### src/rtl/audio_rx_pkg.sv
package audio_rx_pkg;

    localparam int SAMPLE_W_DEF = 24;
    localparam int SHORT_W_DEF  = 16;
    localparam int CNT_W_DEF    = 7;

    typedef enum logic [1:0] {
        FMT_I2S      = 2'b00,
        FMT_RJ_FULL  = 2'b01,
        FMT_LJ       = 2'b10,
        FMT_RJ_SHORT = 2'b11
    } fmt_e;

    typedef enum logic [1:0] {
        ST_IDLE,
        ST_HUNT,
        ST_LEFT,
        ST_RIGHT
    } rx_state_e;

endpackage

### src/rtl/audio_rx_sync.sv
module audio_rx_sync #(
    parameter int W = 3
) (
    input  logic         clk,
    input  logic         rst_n,
    input  logic [W-1:0] d_in,
    output logic [W-1:0] lvl_o,
    output logic [W-1:0] rise_o
);
    logic [W-1:0] meta_q, sync_q, last_q;

    always_ff @(posedge clk or negedge rst_n) begin
        if (!rst_n) begin
            meta_q <= '0;
            sync_q <= '0;
            last_q <= '0;
        end else begin
            meta_q <= d_in;
            sync_q <= meta_q;
            last_q <= sync_q;
        end
    end

    assign lvl_o = sync_q;

    for (genvar i = 0; i < W; i++) begin : g_edge
        assign rise_o[i] = sync_q[i] & ~last_q[i];


        single_rise_chk: assert property (@(posedge clk) disable iff (!rst_n)
            rise_o[i] |=> !rise_o[i]);
    end

endmodule

### src/rtl/audio_rx_deser.sv
module audio_rx_deser
    import audio_rx_pkg::*;
#(
    parameter int SAMPLE_W = SAMPLE_W_DEF,
    parameter int SHORT_W  = SHORT_W_DEF,
    parameter int CNT_W    = CNT_W_DEF
) (
    input  logic                clk,
    input  logic                rst_n,
    input  logic                stb_i,
    input  logic                bit_i,
    input  logic                restart_i,
    input  fmt_e                fmt_i,
    output logic [SAMPLE_W-1:0] word_o,
    output logic [CNT_W-1:0]    cnt_o
);
    localparam logic [CNT_W-1:0] CNT_MAX = '1;
    localparam int               EXT_W   = SAMPLE_W - SHORT_W;

    logic [SAMPLE_W-1:0] rj_q;
    logic [SAMPLE_W-1:0] jw_q;
    logic [CNT_W-1:0]    cnt_q;
    logic                delay1;
    logic [CNT_W-1:0]    idx;
    logic                in_win;

    assign delay1 = (fmt_i == FMT_I2S);
    assign idx    = cnt_q - CNT_W'(delay1);
    assign in_win = (cnt_q >= CNT_W'(delay1)) && (idx < CNT_W'(SAMPLE_W));

    always_ff @(posedge clk or negedge rst_n) begin
        if (!rst_n) begin
            cnt_q <= '0;
            rj_q  <= '0;
            jw_q  <= '0;
        end else if (stb_i) begin
            if (restart_i) begin
                cnt_q <= CNT_W'(1);
                rj_q  <= {{(SAMPLE_W-1){1'b0}}, bit_i};
                jw_q  <= delay1 ? '0 : {bit_i, {(SAMPLE_W-1){1'b0}}};
            end else begin
                if (cnt_q != CNT_MAX) cnt_q <= cnt_q + CNT_W'(1);
                rj_q <= {rj_q[SAMPLE_W-2:0], bit_i};
                for (int i = 0; i < SAMPLE_W; i++) begin
                    if (in_win && idx == CNT_W'(SAMPLE_W-1-i)) jw_q[i] <= bit_i;
                end
            end
        end
    end

    always_comb begin
        unique case (fmt_i)
            FMT_RJ_FULL:  word_o = rj_q;
            FMT_RJ_SHORT: word_o = {{EXT_W{rj_q[SHORT_W-1]}}, rj_q[SHORT_W-1:0]};
            default:      word_o = jw_q;
        endcase
    end

    assign cnt_o = cnt_q;


    restart_count_chk: assert property (@(posedge clk) disable iff (!rst_n)
        (stb_i && restart_i) |=> (cnt_q == CNT_W'(1)));

endmodule

### src/rtl/audio_serial_rx.sv
module audio_serial_rx
    import audio_rx_pkg::*;
#(
    parameter int SAMPLE_W     = SAMPLE_W_DEF,
    parameter int SHORT_W      = SHORT_W_DEF,
    parameter int CNT_W        = CNT_W_DEF,
    parameter int MIN_HALF_JST = 16,
    parameter int MIN_HALF_RJ  = 24
) (
    input  logic                clk,
    input  logic                rst_n,
    input  logic                bclk_in,
    input  logic                ws_in,
    input  logic                sd_in,
    input  logic [1:0]          fmt_sel,
    output logic [SAMPLE_W-1:0] left_out,
    output logic [SAMPLE_W-1:0] right_out,
    output logic                pair_valid,
    output logic                frame_err
);
    localparam int IN_W = 3;

    logic [IN_W-1:0]     s_lvl, s_rise;
    logic                bit_stb, ws_s, sd_s;
    fmt_e                fmt;
    rx_state_e           state_q, state_d;
    logic                ws_prev_q;
    logic                trans;
    logic                left_lvl;
    logic [CNT_W-1:0]    min_bits;
    logic                short_half;
    logic [SAMPLE_W-1:0] half_word;
    logic [CNT_W-1:0]    half_cnt;
    logic [SAMPLE_W-1:0] left_hold_q;
    logic                have_left_q;

    audio_rx_sync #(.W(IN_W)) u_sync (
        .clk    (clk),
        .rst_n  (rst_n),
        .d_in   ({bclk_in, ws_in, sd_in}),
        .lvl_o  (s_lvl),
        .rise_o (s_rise)
    );

    assign bit_stb = s_rise[2];
    assign ws_s    = s_lvl[1];
    assign sd_s    = s_lvl[0];
    assign fmt     = fmt_e'(fmt_sel);

    assign trans    = bit_stb && (state_q != ST_IDLE) && (ws_s != ws_prev_q);
    assign left_lvl = (fmt != FMT_I2S);

    always_comb begin
        unique case (fmt)
            FMT_RJ_FULL, FMT_RJ_SHORT: min_bits = CNT_W'(MIN_HALF_RJ);
            default:                   min_bits = CNT_W'(MIN_HALF_JST);
        endcase
    end

    audio_rx_deser #(
        .SAMPLE_W (SAMPLE_W),
        .SHORT_W  (SHORT_W),
        .CNT_W    (CNT_W)
    ) u_deser (
        .clk       (clk),
        .rst_n     (rst_n),
        .stb_i     (bit_stb),
        .bit_i     (sd_s),
        .restart_i (trans),
        .fmt_i     (fmt),
        .word_o    (half_word),
        .cnt_o     (half_cnt)
    );

    assign short_half = (half_cnt < min_bits);

    // state register
    always_ff @(posedge clk or negedge rst_n) begin
        if (!rst_n) state_q <= ST_IDLE;
        else        state_q <= state_d;
    end

    // next state
    always_comb begin
        state_d = state_q;
        unique case (state_q)
            ST_IDLE:  if (bit_stb) state_d = ST_HUNT;
            ST_HUNT:  if (trans)   state_d = (ws_s == left_lvl) ? ST_LEFT : ST_RIGHT;
            ST_LEFT:  if (trans)   state_d = ST_RIGHT;
            ST_RIGHT: if (trans)   state_d = ST_LEFT;
            default:               state_d = ST_IDLE;
        endcase
    end

    // outputs and held data
    always_ff @(posedge clk or negedge rst_n) begin
        if (!rst_n) begin
            ws_prev_q   <= 1'b0;
            left_hold_q <= '0;
            have_left_q <= 1'b0;
            left_out    <= '0;
            right_out   <= '0;
            pair_valid  <= 1'b0;
            frame_err   <= 1'b0;
        end else begin
            pair_valid <= 1'b0;
            frame_err  <= 1'b0;
            if (bit_stb) ws_prev_q <= ws_s;
            if (trans) begin
                unique case (state_q)
                    ST_LEFT: begin
                        if (short_half) begin
                            frame_err   <= 1'b1;
                            have_left_q <= 1'b0;
                        end else begin
                            left_hold_q <= half_word;
                            have_left_q <= 1'b1;
                        end
                    end
                    ST_RIGHT: begin
                        have_left_q <= 1'b0;
                        if (short_half) begin
                            frame_err <= 1'b1;
                        end else if (have_left_q) begin
                            left_out   <= left_hold_q;
                            right_out  <= half_word;
                            pair_valid <= 1'b1;
                        end
                    end
                    default: have_left_q <= 1'b0;
                endcase
            end
        end
    end


    valid_one_cycle_chk: assert property (@(posedge clk) disable iff (!rst_n)
        pair_valid |=> !pair_valid);


    valid_after_right_chk: assert property (@(posedge clk) disable iff (!rst_n)
        pair_valid |-> ($past(state_q) == ST_RIGHT));


    err_only_locked_chk: assert property (@(posedge clk) disable iff (!rst_n)
        frame_err |-> ($past(state_q) == ST_LEFT || $past(state_q) == ST_RIGHT));


    err_excludes_pair_chk: assert property (@(posedge clk) disable iff (!rst_n)
        !(frame_err && pair_valid));


    outputs_hold_chk: assert property (@(posedge clk) disable iff (!rst_n)
        !pair_valid |-> ($stable(left_out) && $stable(right_out)));

endmodule

### config.mk
export PLATFORM = sky130hd
export DESIGN_NAME = audio_serial_rx
export DESIGN_NICKNAME = d
export VERILOG_FILES = /design/src/rtl/audio_rx_pkg.sv /design/src/rtl/audio_rx_sync.sv /design/src/rtl/audio_rx_deser.sv /design/src/rtl/audio_serial_rx.sv
export SDC_FILE = /design/constraint.sdc
export NUM_CORES = 1
export LEC_CHECK = 0
export ABC_AREA = 1
export ABC_CLOCK_PERIOD_IN_PS = 5830
export CAP_MARGIN = 20
export CORE_MARGIN = 2
export CORE_UTILIZATION = 45
export DETAILED_ROUTE_END_ITERATION = 10
export SYNTH_ARGS = -nofsm -noshare
export SYNTH_HDL_FRONTEND = slang
export SYNTH_HIERARCHICAL = 1
export SYNTH_SLANG_ARGS = --single-unit
### constraint.sdc
create_clock -name clk -period 5.83 [get_ports clk]
set_clock_uncertainty 0.2 [all_clocks]
set_input_delay 1.166 -clock clk [delete_from_list [all_inputs] [get_ports clk]]
set_output_delay 1.166 -clock clk [all_outputs]
set_load 0.005 [all_outputs]
==> Word level (Yosys, flattened, before mapping) <==
Index checks and enable logic that the tools add are counted.
{ "word_totals": {"output_inout_bits": 50, "wordCells": 213, "ff_bits": 142} }
{ "op_classes": {"eq_ne": 35, "bitwise": 3, "addsub": 2, "mux": 46, "magnitude_cmp": 3, "reduce_logical": 87} }
{ "op_table": {"columns": ["cell", "count"], "rows": [
  ["24-bit two-way mux", 3],
  ["7-bit by 4-bit == test with 1-bit output (second input constant)", 8],
  ["7-bit by 5-bit == test with 1-bit output (second input constant)", 8],
  ["2-bit nonzero test", 27],
  ["2-bit AND reduction", 25],
  ["24-bit one-hot mux with 2 select lines", 1],
  ["1-bit two-way mux", 34],
  ["7-bit by 3-bit == test with 1-bit output (second input constant)", 4],
  ["1-bit logical AND", 27],
  ["7-bit by 2-bit == test with 1-bit output (second input constant)", 2],
  ["7-bit two-way mux", 2],
  ["2-bit two-way mux", 4],
  ["2-bit != test (second input constant)", 4],
  ["2-bit one-hot mux with 4 select lines", 1],
  ["4-bit AND reduction", 2],
  ["7-bit by 1-bit adder with 7-bit output (second input constant)", 1],
  ["7-bit by 1-bit == test with 1-bit output (second input constant)", 1],
  ["7-bit by 1-bit greater-or-equal comparator with 1-bit output", 1],
  ["7-bit zero test", 1],
  ["7-bit by 5-bit < comparator with 1-bit output (second input constant)", 1],
  ["7-bit < comparator", 1],
  ["7-bit != test (second input constant)", 1],
  ["7-bit by 1-bit subtractor with 7-bit output", 1],
  ["2-bit == test (second input constant)", 3],
  ["other kinds (9)", 13]
]} }

==> Longest topological paths before layout <==
{ "depth": {"word_depth": 7, "mapped_depth": 13, "ltp_nobuf": 13} }

==> Modules after synthesis <==
The synthesis kept the hierarchy.
{ "modules_own_cells": {"columns": ["module", "instances", "cells_each", "area_per_inst_um2", "seq_area_each_um2"], "rows": [
  ["audio_serial_rx", 1, 365, 3279.4, 1951.9],
  ["audio_rx_deser", 1, 420, 3199.3, 1376.3],
  ["audio_rx_sync", 1, 15, 255.2, 225.2]
]} }

==> Worst setup path before layout <==
Ideal clock, no wire load.
{ "synth_path": {"kind": "input -> register", "startpoint": "input port fmt_sel[0]", "endpoint": "register u_deser.jw_q[0]", "t_arrival_ps": 2622, "n_path_buf": 1, "path_slack_ps": 2895, "stages": 13, "path_cell_list": "nor2_1 > ha_1 > ha_1 > inv_1 > nor2_2 > nand4_1 > nand2_2 > nor2_4 > buf_6 > nand3_1 > nand2_1 > nand2_1 > inv_1"} }
{ "synth_between": {"elab_chain_cells": 7} }
{ "synth_rtl": {"columns": ["element", "line_no", "rtl"], "rows": [
  ["start: declaration", "audio_serial_rx.sv:15", "input logic [1:0] fmt_sel,"],
  ["2-bit zero test (*)", "audio_rx_deser.sv:27", "assign delay1 = (fmt_i == FMT_I2S);"],
  ["7-bit by 1-bit subtractor with 7-bit output", "audio_rx_deser.sv:28", "assign idx = cnt_q - CNT_W'(delay1);"],
  ["7-bit by 5-bit < comparator with 1-bit output", "audio_rx_deser.sv:29", "assign in_win = (cnt_q >= CNT_W'(delay1)) && (idx < CNT_W'(SAMPLE_W));"],
  ["1-bit logical AND", "audio_rx_deser.sv:29", null],
  ["1-bit logical AND (*)", "audio_rx_deser.sv:45", "if (in_win && idx == CNT_W'(SAMPLE_W-1-i)) jw_q[i] <= bit_i;"],
  ["2-bit nonzero test (no line) (*)", null, null],
  ["2-bit AND reduction (no line) (*)", null, null],
  ["end signal: assignment", "audio_rx_deser.sv:40", "jw_q <= delay1 ? '0 : {bit_i, {(SAMPLE_W-1){1'b0}}};"],
  ["end signal: indexed assignment", "audio_rx_deser.sv:45", null],
  ["end: declaration", "audio_rx_deser.sv:21", "logic [SAMPLE_W-1:0] jw_q;"]
]} }
Every way passes the cells marked *; elsewhere a longest branch is shown, timed or not.
A chain may end at the register's enable or synchronous reset.

==> Final worst setup path <==
{ "layout_path": {"startpoint": "input port fmt_sel[0]", "endpoint": "register u_deser.jw_q[23]"} }
{ "layout_between": {"elab_chain_cells": 7} }
{ "layout_rtl": {"columns": ["element", "line_no"], "rows": [
  ["2-bit zero test (*)", "audio_rx_deser.sv:27"],
  ["7-bit by 1-bit subtractor with 7-bit output", "audio_rx_deser.sv:28"],
  ["7-bit by 5-bit < comparator with 1-bit output", "audio_rx_deser.sv:29"],
  ["1-bit logical AND", "audio_rx_deser.sv:29"],
  ["1-bit logical AND", "audio_rx_deser.sv:45"],
  ["2-bit nonzero test (no line)", null],
  ["2-bit AND reduction (no line)", null]
]} }
Marked as above.

==> reports/metrics.yaml <==
final_util: 0.539
cts_hold_buf: 0
core_mm2: 0.0145
setup_tns_ns: 0
rows: 44
p_per_area_mw_per_mm2: 363
synth_area_mm2: 0.00666
synth.avg_cell_area_um2: 8.39
ioPinCount: 57
grt_pass1_wl_mm: 27.2
cts_tree: "built"
wire_per_inst_um: 15.8
hold_path_class: "reg2reg"
drv_cap: 0
rrSetupSlack_ns: 2.67
period_share: 0.592
arrival_ns: 3.56
area_growth_pct: 17.2
setup_viol: 0
viasPerCell: 5.38
cts_root_buffer: "clkbuf_16"
dr_total_vias: 5502
vdd.ir_drop.worst_v: 0.000203
ys_warn_count: 6
post_cts_buffers: 0
gp_congestion: 0.826
clk_pin_slew_ns: 0.06
synthCells: 794
fp.dieW_um: 126
cts-htree-levels: 4
min_period_ns: 3.45
timing.final.hold_violations: 0
nNetsFinal: 836
drv_slew: 0
path_max_fanout: 23
synthesis.nets: 804
overflow: 0
wirelength_mm: 16.1
startpoint_type: "primary input"
leakage_nw: 3.93
status: "complete, no violations"
crit_type: "in2reg"
portBuffers: 56
cts_resized: 0
ant_nets: 0
drc_errors: 0
crit_required_ns: 5.94
die_area_mm2: 0.0158
antenna_found_initial: 0
cts_buffers: 17
die_h_um: 126
dp_hpwl_mm: 10.9
grt_max_degree: 101
track_usage: 0.214
first_pass_iters: 5
relSlewSlack: 0.331
antenna_cells: 0
clk_latency_ns: 0.42
initial_core_util: 0.460
fmax_ghz: 0.290
clk_path_buf_depth: 2
clock_sink_count: 140
worst_pin_slew_ns: 1.00
drt_iter0_drc: 580
rsz0062_at_grt: "no"
grt_pass1_vias: 5255
drive_gt1_frac: 0.0930
cp-end-kind: "register"
## registers in the layout, indices dropped and copies added (netlist names)
signal / flops
u_deser/rj_q: 24
left_out: 24
u_deser/jw_q: 24
left_hold_q: 24
u_sync/meta_q: 3
ws_prev_q: 1
have_left_q: 1
u_sync/last_q: 1
right_out: 24
frame_err: 1
u_deser/cnt_o: 7
pair_valid: 1
u_sync/lvl_o: 3
state_q: 2
## layout make-up
cell class,instances,area [µm²]
Inverter,77,289
Fill cell,1339,6670
Tap cell,184,230
Sequential cell,140,3500
Clock inverter,6,60.1
Multi-Input combinational cell,528,2620
Clock buffer,26,499
Timing Repair Buffer,62,607
## worst paths after layout
check                           depth (start not counted)             start               end
worst max-delay path                                   11        fmt_sel[0]  u_deser/jw_q[23]
worst min-delay path                                    0  u_sync/meta_q[2]   u_sync/lvl_o[2]
worst max register to register                          8   u_sync/lvl_o[2]       left_out[3]
worst min register to register                          0  u_sync/meta_q[2]   u_sync/lvl_o[2]
max in group asynchronous                               2             rst_n    left_hold_q[8]
min in group asynchronous                               1             rst_n        pair_valid
## layout by cell type (no fill, tap or decap)
| cell type | instances |
|---|---|
| clkinv_2 | 3 |
| dfrtp_1 | 140 |
| a21boi_0 | 2 |
| o22ai_1 | 23 |
| clkbuf_1 | 5 |
| clkbuf_16 | 17 |
| nor3_1 | 3 |
| nand3_1 | 33 |
| o21ai_1 | 4 |
| a21oi_1 | 1 |
| nor2_4 | 10 |
| buf_6 | 1 |
| clkdlybuf4s50_1 | 55 |
| ha_1 | 3 |
| nand2_1 | 277 |
| or2_2 | 1 |
| clkinvlp_4 | 2 |
| o31ai_1 | 2 |
| nand3_2 | 3 |
| clkbuf_8 | 4 |
| inv_1 | 71 |
| nor2_2 | 13 |
| nand2_4 | 3 |
| inv_2 | 6 |
| nand4_1 | 99 |
| o211ai_1 | 8 |
| buf_4 | 6 |
| nand2_2 | 7 |
| nor2_1 | 12 |
| o21ai_0 | 23 |
| bufinv_16 | 1 |
| a21oi_4 | 1 |
## power by group
group          switching (mW)  leakage, nW  internal (mW)  total [mW]
logic                   0.456         1.78          0.177       0.633
registers              0.0929         1.89           1.09        1.18
clock network           0.387        0.270          0.629        1.02
total                   0.936         3.93           1.90        2.83
## stage by stage
step / power, mW / cells / hold slack, ns / area (µm²) / worst slack, ns
2_1_floorplan: 1.66 / 794 / 0.131 / 6660 / 2.90
5_1_grt: 3.00 / 1023 / 0.164 / 7810 / 2.16
3_5_place_dp: 1.82 / 991 / 0.136 / 7250 / 1.97
4_1_cts: 2.85 / 1023 / 0.148 / 7810 / 2.39
3_3_place_gp: 1.80 / 991 / 0.134 / 7250 / 2.00
6_report: 2.83 / 1023 / 0.149 / 7810 / 2.38
## metal layers
metal  vias to the layer above  routed length, µm  track usage
met4                         0                328       0.0765
li1                       2705                  -            -
met1                      2635               7480        0.298
met2                       139               7760        0.339
met3                        23                570       0.0404
met5                         -                  0            0
## worst max-delay path, stage by stage
cell and delay (ns):
clkdlybuf4s50_1 0.50, nor2_1 0.20, ha_1 0.28, ha_1 0.32, nand3_1 0.16, nand2_4 0.12, nand3_2 0.09, nor2_4 0.42
nand2_1 0.13, nand3_1 0.10, nand2_1 0.07
Power figures use the tool's default switching activity.
